**src/rtl/rf2w_pkg.sv**
```systemverilog
package rf2w_pkg;

  localparam int DEF_NREG  = 8;
  localparam int DEF_WIDTH = 8;

  // which write port feeds a register's data input
  typedef enum logic {
    SEL_PORT_A = 1'b0,
    SEL_PORT_B = 1'b1
  } wsel_e;

  function automatic int idx_bits(input int n);
    return (n > 1) ? $clog2(n) : 1;
  endfunction

endpackage

```
**src/rtl/rf_addr_decode.sv**
```systemverilog
module rf_addr_decode #(
  parameter int NREG = 8,
  parameter int AW   = 3
) (
  input  logic            en,
  input  logic [AW-1:0]   addr,
  output logic [NREG-1:0] hit
);
  always_comb begin
    for (int i = 0; i < NREG; i++) begin
      hit[i] = en && (addr == AW'(i));
    end
  end
endmodule

```
**src/rtl/rf_prio_cell.sv**
```systemverilog
module rf_prio_cell
  import rf2w_pkg::*;
#(
  parameter int WIDTH = 8
) (
  input  logic             clk,
  input  logic             rst,
  input  logic             ld_a,
  input  logic             ld_b,
  input  logic [WIDTH-1:0] d_a,
  input  logic [WIDTH-1:0] d_b,
  output logic [WIDTH-1:0] q
);
  wsel_e            sel;
  logic             load;
  logic [WIDTH-1:0] d_in;

  // port A takes the mux whenever its decoded enable is set
  assign sel  = ld_a ? SEL_PORT_A : SEL_PORT_B;
  assign load = ld_a | ld_b;
  assign d_in = (sel == SEL_PORT_A) ? d_a : d_b;

  always_ff @(posedge clk) begin
    if (rst) begin
      q <= '0;
    end else if (load) begin
      q <= d_in;
    end
  end
endmodule

```
**src/rtl/rf_read_sel.sv**
```systemverilog
module rf_read_sel #(
  parameter int NREG  = 8,
  parameter int WIDTH = 8,
  parameter int AW    = 3
) (
  input  logic [NREG*WIDTH-1:0] regs_flat,
  input  logic [AW-1:0]         addr,
  output logic [WIDTH-1:0]      dout
);
  always_comb begin
    dout = '0;
    for (int i = 0; i < NREG; i++) begin
      if (addr == AW'(i)) begin
        dout = regs_flat[i*WIDTH +: WIDTH];
      end
    end
  end
endmodule

```
**src/rtl/dualwr_regfile.sv**
```systemverilog
module dualwr_regfile
  import rf2w_pkg::*;
#(
  parameter int NREG  = DEF_NREG,
  parameter int WIDTH = DEF_WIDTH,
  parameter int AW    = idx_bits(NREG)
) (
  input  logic             clk,
  input  logic             rst,
  input  logic             wa_en,
  input  logic [AW-1:0]    wa_addr,
  input  logic [WIDTH-1:0] wa_data,
  input  logic             wb_en,
  input  logic [AW-1:0]    wb_addr,
  input  logic [WIDTH-1:0] wb_data,
  input  logic [AW-1:0]    ra_addr,
  output logic [WIDTH-1:0] ra_data,
  input  logic [AW-1:0]    rb_addr,
  output logic [WIDTH-1:0] rb_data
);
  localparam int NWP = 2;
  localparam int NRP = 2;

  logic [NREG-1:0]       hit     [NWP];
  logic                  wen     [NWP];
  logic [AW-1:0]         waddr   [NWP];
  logic [NREG*WIDTH-1:0] regs_flat;
  logic [AW-1:0]         raddr   [NRP];
  logic [WIDTH-1:0]      rdata   [NRP];

  assign wen[0]   = wa_en;
  assign wen[1]   = wb_en;
  assign waddr[0] = wa_addr;
  assign waddr[1] = wb_addr;
  assign raddr[0] = ra_addr;
  assign raddr[1] = rb_addr;
  assign ra_data  = rdata[0];
  assign rb_data  = rdata[1];

  for (genvar p = 0; p < NWP; p++) begin : g_dec
    rf_addr_decode #(.NREG(NREG), .AW(AW)) u_dec (
      .en   (wen[p]),
      .addr (waddr[p]),
      .hit  (hit[p])
    );
  end

  for (genvar r = 0; r < NREG; r++) begin : g_cell
    rf_prio_cell #(.WIDTH(WIDTH)) u_cell (
      .clk  (clk),
      .rst  (rst),
      .ld_a (hit[0][r]),
      .ld_b (hit[1][r]),
      .d_a  (wa_data),
      .d_b  (wb_data),
      .q    (regs_flat[r*WIDTH +: WIDTH])
    );
  end

  for (genvar p = 0; p < NRP; p++) begin : g_rd
    rf_read_sel #(.NREG(NREG), .WIDTH(WIDTH), .AW(AW)) u_rd (
      .regs_flat (regs_flat),
      .addr      (raddr[p]),
      .dout      (rdata[p])
    );
  end
endmodule

```
**config.mk**
```make
export PLATFORM = sky130hd
export DESIGN_NAME = dualwr_regfile
export DESIGN_NICKNAME = d
export VERILOG_FILES = /design/src/rtl/rf2w_pkg.sv /design/src/rtl/rf_addr_decode.sv /design/src/rtl/rf_prio_cell.sv /design/src/rtl/rf_read_sel.sv /design/src/rtl/dualwr_regfile.sv
export SDC_FILE = /design/constraint.sdc
export NUM_CORES = 1
export LEC_CHECK = 0
export BUFFER_PORTS_ARGS = -buffer_cell sky130_fd_sc_hd__buf_2
export CORE_MARGIN = 5
export CORE_UTILIZATION = 40
export DETAILED_ROUTE_END_ITERATION = 12
export MAX_ROUTING_LAYER = met4
export SYNTH_ARGS = -nofsm -noshare
export SYNTH_HDL_FRONTEND = slang
export SYNTH_SLANG_ARGS = --single-unit
```
**constraint.sdc**
```tcl
create_clock -name clk -period 1.4 [get_ports clk]
set_input_delay 0 -clock clk [delete_from_list [all_inputs] [get_ports clk]]
set_output_delay 0 -clock clk [all_outputs]
set_load 0.05 [all_outputs]
```
; ---- Word level (Yosys, flattened, before mapping)
; Index checks and enable logic that the tools add are counted.
[word_totals]
ff_bits = 64
latchBits = 0
ramBits = 0
rom_bits = 0
wordCells = 88
mem_count = 0
[classes]
add_sub_neg = 0
multipliers = 0
div_mod_pow = 0
n_lt_le_gt_ge = 0
eq_ne = 28
shifts = 0
mux = 24
bitwise_logic = 8
n_reduce_logical = 20
[op_table]
columns = cell, count
row1 = 8-bit two-way mux, 24
row2 = 3-bit equality test (second input constant), 16
row3 = 3-bit by 2-bit equality test with 1-bit output (second input constant), 8
row4 = 1-bit logical AND, 16
row5 = 3-bit by 1-bit equality test with 1-bit output (second input constant), 4
row6 = 3-bit zero test, 4
row7 = 1-bit OR, 8

; ---- Logic depth before layout (Yosys ltp)
; Gate-level depths: netlist (run 1).
[logic_depth]
depth_word = 9
depth_mapped = 6
mapped_depth_nobuf = 3

; ---- Cells and area by module
; From an unflattened synthesis (run 1), not the netlist that was laid out.
[unflattened]
cells_unflattened = 354
hier_area_um2 = 4244.1
[by_module_without_submodules]
columns = mod, n_inst, cells_each, area_each_um2, seq_area_each_um2
row1 = rf_prio_cell, 8, 35, 369.1, 160.2
row2 = rf_read_sel, 2, 29, 550.5, 0.0
row3 = rf_addr_decode, 2, 8, 95.1, 0.0

; ---- Least setup slack after synthesis (run 1)
; Ideal clock, no wire load.
[synth_path]
kind = input-to-output
start = input ra_addr[0]
end = output ra_data[2]
t_arrival_ps = 1266
required_ps = 1400
setup_slack_ps = 134
stages = 4
n_path_buf = 2
cell_sequence = buf_2 -> buf_6 -> mux4_2 -> mux2_2
[synth_via]
elab_chain_cells = 9
elab_cells_between_ends = 16
cone_classes = eq/ne: 7 / mux: 8 / reduce/logical: 1
[synth_rtl]
columns = item, line_no
row1 = start: declaration, dualwr_regfile.sv:16  ; input logic [AW-1:0] ra_addr,
row2 = 3-bit zero test, rf_read_sel.sv:13  ; if (addr == AW'(i)) begin
row3 = 8-bit two-way mux (7 in series), rf_read_sel.sv:13
row4 = 8-bit two-way mux *, rf_read_sel.sv:13
row5 = end: declaration, dualwr_regfile.sv:17  ; output logic [WIDTH-1:0] ra_data,
; Every way passes the cells marked *; elsewhere a longest branch is shown, timed or not.

; ---- Worst setup path after layout (run 1)
[layout_path]
start = register g_cell[1].u_cell.q[4]
end = output ra_data[4]
[layout_via]
elab_chain_cells = 7
[layout_rtl]
columns = item, line_no
row1 = start: declaration, rf_prio_cell.sv:12  ; output logic [WIDTH-1:0] q
row2 = start signal: assignment, rf_prio_cell.sv:27  ; q <= d_in;
row3 = 8-bit two-way mux (7 in series), rf_read_sel.sv:13
; Every way passes these cells.

==> impl_metrics.tcl, run 1 <==
set metrics [dict create \
    io_buffer_count 47 \
    postRouteAntennaNets 0 \
    cp_top_family "multiplexers" \
    fmax_mhz 624.2 \
    tns_ns -2.408 \
    largest_reg_flops 64 \
    grt_antenna_before_repair 0 \
    vias 3694 \
    grt_pass1_vias 3596 \
    cpPeakStageDelay_ns 0.46 \
    worstSetupPathDepth 3 \
    drt_iter0_drc 256 \
    violations "setup timing" \
    grt_usage 0.2132 \
    slew_viol_final 0 \
    outcome "finished, violations left" \
    required_ns 1.40 \
    clk_pin_slew_ns 0.07 \
    firstDrtPassIters 4 \
    core_um2 10320 \
    worst-setup-path-type "reg -> out" \
    stdcell_count 615 \
    synth_nets 464 \
    worstRegToRegCells 3 \
    placed_area_um2 4659 \
    rsz0062_at_grt "yes" \
    period_needed_ns 1.602 \
    overflow 0 \
    routed_wl_um 12970 \
    cp_num_buf_inv 1 \
    grt_pass1_wl_um 20570 \
    syn_area_per_cell_um2 9.769 \
    leakage_uw 0.002081 \
    critPathCaptureType "output port" \
    cts-root-buf "clkbuf_8" \
    yosys-top-cells-count "mux2i_1, nor2_1, dfxtp_1, a211oi_1, clkbuf_1" \
    drive_gt1_frac 0.4008 \
    slew_headroom 0.7260 \
    r2r_slack_ns 0.55 \
    grt_max_degree 65 \
    worst_pin_slew_ns 0.4110 \
    htreeDepth 3 \
    synth_edf_count 0 \
    whs_path_depth 3 \
    wl_per_cell_um 21.08 \
    setup_viol 16 \
    synth_ff_type "dfxtp_1" \
    die-area_um2 12700 \
    path_cells "mux4_2 -> mux2_4 -> buf_8" \
    cts-buffers-inserted 9 \
    irDropWorstVdd_mv 0.4472 \
    power_density_nw_per_um2 858.1 \
    die_h_um 112.7 \
    final_util 0.5027 \
    hold_class "in -> reg" \
    cts_num_sinks 64 \
    regMostFlops "g_cell.u_cell.q" \
    fp-row-count 37 \
    dpl.cell_count 587 \
    yosysMostFrequentCell "mux2i_1" \
    ys_types 26 \
    period_share 1.144 \
    synth_top_area_frac 0.3036 \
    reg.largest.list "g_cell.u_cell.q (64)" \
    ys_warn_count 0 \
    crit_arrival_ns 1.60 \
    diodes 0 \
    area_delta_synth_final_pct 22.98 \
    dp_hpwl_um 8469 \
    clock_latency_ns 0.34 \
    netlist_top_cells_area "dfxtp_1, mux2i_1, mux4_2" \
    yosysTopAreaCell "dfxtp_1" \
    postSynthCellCount 432 \
    fin_worst_skew_ns 0 \
    synth_area_um2 4220 \
    via_per_inst 6.007 \
    fp.dieW_um 112.7 \
    cpMaxStageDelayCell "mux4_2" \
    top_level_ports 48 \
    worst_slack_ns -0.2021 \
    synthArstFlopShare 0 \
    nets 509 \
    finalHoldViolations 0 \
    remaining_drc_errors 0 \
    crit_path_max_fanout 2 \
    cts_max_path_buffers 2 \
    gp_congestion 0.8736 \
    final_area_um2 5190 \
    synth-seq-cells 64 \
    yosysSeqAreaShare 0.3036 \
    drv_cap 0 \
    cts_tree "built" \
    crit_path_start_kind "flip-flop" \
    initial_core_util 0.4088 \
]
==> logic make-up after synthesis <==
logic type	share of synthesized area
flops	0.3036
simple gates	0.1287
mux	0.3368
buf+inv	0.06789
compound gates	0.1631
==> path summary, 6_finish.rpt <==
kind / to / from
max reg2reg: g_cell[7].u_cell.q[5] / g_cell[7].u_cell.q[5]
max: ra_data[4] / g_cell[1].u_cell.q[4]
min: g_cell[5].u_cell.q[6] / wa_data[6]
min reg2reg: g_cell[2].u_cell.q[1] / g_cell[2].u_cell.q[1]
==> cells in the final DEF (no fill, tap or decap) <==
master	count
nor2_1	71
buf_6	14
clkbuf_8	11
a211oi_1	56
mux2_4	8
clkinv_2	1
dfxtp_1	20
buf_8	8
o32a_1	8
and4bb_2	3
a21boi_0	1
mux2i_2	2
buf_4	32
dfxtp_2	44
mux4_2	24
nand3b_1	2
o21ai_0	3
dlygate4sd3_1	5
mux2i_1	77
nand4bb_1	3
buf_2	31
inv_1	1
nor4b_2	1
a21oi_1	9
nand4b_1	6
buf_12	5
nand4_1	9
o21ai_1	4
clkbuf_1	1
a211oi_2	8
nand2b_1	10
or4b_1	1
==> stage by stage <==
stage,hold WS [ns],setup WS [ns],total power (µW)
floorplan,0.3528,0.1337,2666
global placement,0.3629,0.05913,2916
detailed placement,0.3712,0.02163,2935
CTS,0.001620,-0.2056,4439
global route,0.01237,-0.2346,4630
finish,0.01007,-0.2021,4454
==> worst register-to-register path, stage by stage, from the launching register on <==
cell      delay (ns)
dfxtp_2         0.34
buf_4           0.11
mux2i_1         0.06
a211oi_1        0.25
==> final cells by class <==
class	count	area, µm²
clock buffers	12	155.1
fillers	943	5134
well taps	136	170.2
flip-flops and latches	64	1336
inverters	1	3.754
clock inverters	1	5.005
repair buffers	95	823.3
multi-input cells	306	2696
==> repair_timing <==
item,CTS,global route
setup buffers,7,3
resized for setup,84,20
pin swaps,5,1
hold buffers,5,0
endpoints found under the hold margin,10,0
setup endpoints to repair,16,16
==> power by group <==
group,internal [µW],switching (µW),total [µW]
clock network,708,706,1410
registers,1930,75.7,2000
logic,477,560,1040
total,3110,1340,4450
==> metal layers <==
metal / vias to the layer above / global-route usage / routed length (µm)
met5: - / - / 0
met4: 0 / 0.08574 / 330
met3: 21 / 0.01925 / 550
met2: 124 / 0.3456 / 6395
met1: 1830 / 0.2754 / 5690
li1: 1719 / - / -
Power figures use the tool's default switching activity.
==> inputs of run 2 (changes only) <==
- RECOVER_POWER: default -> 25
==> run 2 against run 1 <==
Net effect: the flow still finishes with violations (setup timing); clock-buffer cell count is the same; critical path depth is the same; combinational power is essentially flat; die area is the same; sequential power is essentially flat; sequential share of layout area shrank 0.11 points; routed wire length is essentially flat; clock power is essentially flat; global-route usage is the same; register-to-register slack is essentially flat; final area shrank 0.22%; non-clock buffer count is the same; largest cell class unchanged.
==> impl_metrics.tcl, run 2 (synthesis gave the netlist of run 1 again) <==
set metrics [dict create \
    area_delta_synth_final_pct 22.71 \
    die_h_um 112.7 \
    setup_viol 16 \
    switchingPower_uw 1342 \
    hp-start "wa_data[6]" \
    leakage_uw 0.002072 \
    firstDrtPassIters 4 \
    vias 3699 \
    reg2reg_to "g_cell[7].u_cell.q[5]" \
    power_density_nw_per_um2 859.5 \
    period_needed_ns 1.602 \
    worst-setup-path-type "reg -> out" \
    place_ws_ns 0.02163 \
    p_clk_frac 0.318 \
    intPower_uw 3109 \
    worst_slack_ns -0.2019 \
    seq_power_share 0.449 \
    clock_latency_ns 0.34 \
    period_share 1.144 \
    cts-buffers-inserted 9 \
    pwr-share-comb 0.233 \
    worst_pin_slew_ns 0.4112 \
    grt_pass1_vias 3596 \
    cts_num_sinks 64 \
    rsz0062_at_grt "yes" \
    critPathCaptureType "output port" \
    cts_max_path_buffers 2 \
    required_ns 1.40 \
    cts_tree "built" \
    cts-root-buf "clkbuf_8" \
    final_common_cell "mux2i_1" \
    fin_worst_skew_ns 0 \
    routed_wl_um 12970 \
    nets 509 \
    gp_congestion 0.8736 \
    overflow 0 \
    initial_core_util 0.4088 \
    slew_viol_final 0 \
    whs_path_depth 3 \
    drt_iter0_drc 256 \
    grt_antenna_before_repair 0 \
    dp_hpwl_um 8469 \
    grt_usage 0.2132 \
    postRouteAntennaNets 0 \
    fmax_mhz 624.3 \
    via_per_inst 6.015 \
    clk_pin_slew_ns 0.07 \
    core_um2 10320 \
    tns_ns -2.440 \
    fp-row-count 37 \
    sw_frac_of_total 0.3015 \
    crit_arrival_ns 1.60 \
    violations "setup timing" \
    grt_max_degree 65 \
    io_buffer_count 47 \
    fp.dieW_um 112.7 \
    diodes 0 \
    finalHoldViolations 0 \
    reg.largest.list "g_cell.u_cell.q (64)" \
    hold_class "in -> reg" \
    crit_path_start_kind "flip-flop" \
    wl_per_cell_um 21.10 \
    largest_reg_flops 64 \
    top_level_ports 48 \
    outcome "finished, violations left" \
    whs_endpoint "g_cell[5].u_cell.q[6]" \
    r2r-start "g_cell[7].u_cell.q[5]" \
    irDropWorstVdd_mv 0.4472 \
    path_cells "mux4_2 -> mux2_4 -> buf_8" \
    cpPeakStageDelay_ns 0.46 \
    r2r_slack_ns 0.55 \
    remaining_drc_errors 0 \
    cpMaxStageDelayCell "mux4_2" \
    regMostFlops "g_cell.u_cell.q" \
    nFillCells 948 \
    final_util 0.5016 \
    crit_path_max_fanout 2 \
    drive_gt1_frac 0.3820 \
    grt_pass1_wl_um 20570 \
    htreeDepth 3 \
    worstRegToRegCells 3 \
    drv_cap 0 \
    die-area_um2 12700 \
    slew_headroom 0.7259 \
    layout_common_cells "mux2i_1, nor2_1, a211oi_1, dfxtp_2, buf_4" \
]
-- run 2: cell types whose count changed in the layout (fill, tap and decap cells not counted) --
cell      previous run  this run
dfxtp_1             20        27
dfxtp_2             44        37
clkbuf_1             1         3
buf_2               31        29
-- run 2: how the worst max path moves through the flow --
stage	start	cells past startpoint	slack, ns	to
final	g_cell[1].u_cell.q[4]	3	-0.20	ra_data[4]
after global placement	ra_addr[1]	4	0.06	ra_data[1]
after floorplan	ra_addr[0]	4	0.13	ra_data[2]
after CTS	g_cell[1].u_cell.q[3]	3	-0.21	ra_data[3]
after detailed placement	ra_addr[1]	4	0.02	ra_data[1]
after global routing	g_cell[3].u_cell.q[2]	3	-0.23	ra_data[2]
-- run 2: critical path, delay by kind of cell (launching register included) --
| kind | cells | cell delay (ns) |
|---|---|---|
| mux | 2 | 0.76 |
| flops | 1 | 0.34 |
| buf+inv | 1 | 0.15 |
-- run 2: timing repair --
item                                    in CTS  in global routing
pin swaps                                    5                  1
cloned                                       0                  0
hold endpoints to repair                    10                  0
hold buffers                                 5                  0
endpoints found under the setup margin      16                 16
setup buffers                                7                  3
gates resized for setup                     84                 20
-- run 2: layer usage --
metal	global-route usage	share of wire
met1	0.2754	0.44
met2	0.3456	0.49
met3	0.01925	0.043
met4	0.08574	0.025
met5	-	0
-- run 2: cell type report --
class                      instances  area, µm²  share of cell area
clock inverter                     1      5.005           0.0009664
inverter                           1      3.754           0.0007248
multi-input combinational        306       2696              0.5207
clock buffer                      12      155.1             0.02996
timing repair buffer              95      820.8              0.1585
sequential                        64       1328              0.2563
tap                              136      170.2             0.03286
-- run 2: power by group through the flow --
stage	Clock, µW	Combinational [µW]	Sequential [µW]
floorplan	0	664	2000
global placement	0	889	2030
detailed placement	0	907	2030
CTS	1430	1020	2000
global route	1510	1100	2010
finish	1410	1040	2000
-- run 2: through the flow --
stage	hold slack, ns	instances	cell area (µm²)	power (µW)
global route	0.01237	615	5179	4627
detailed placement	0.3712	587	4659	2935
floorplan	0.3528	432	4220	2666
CTS	0.001620	612	5125	4439
finish	0.01005	615	5179	4451
global placement	0.3629	587	4659	2916
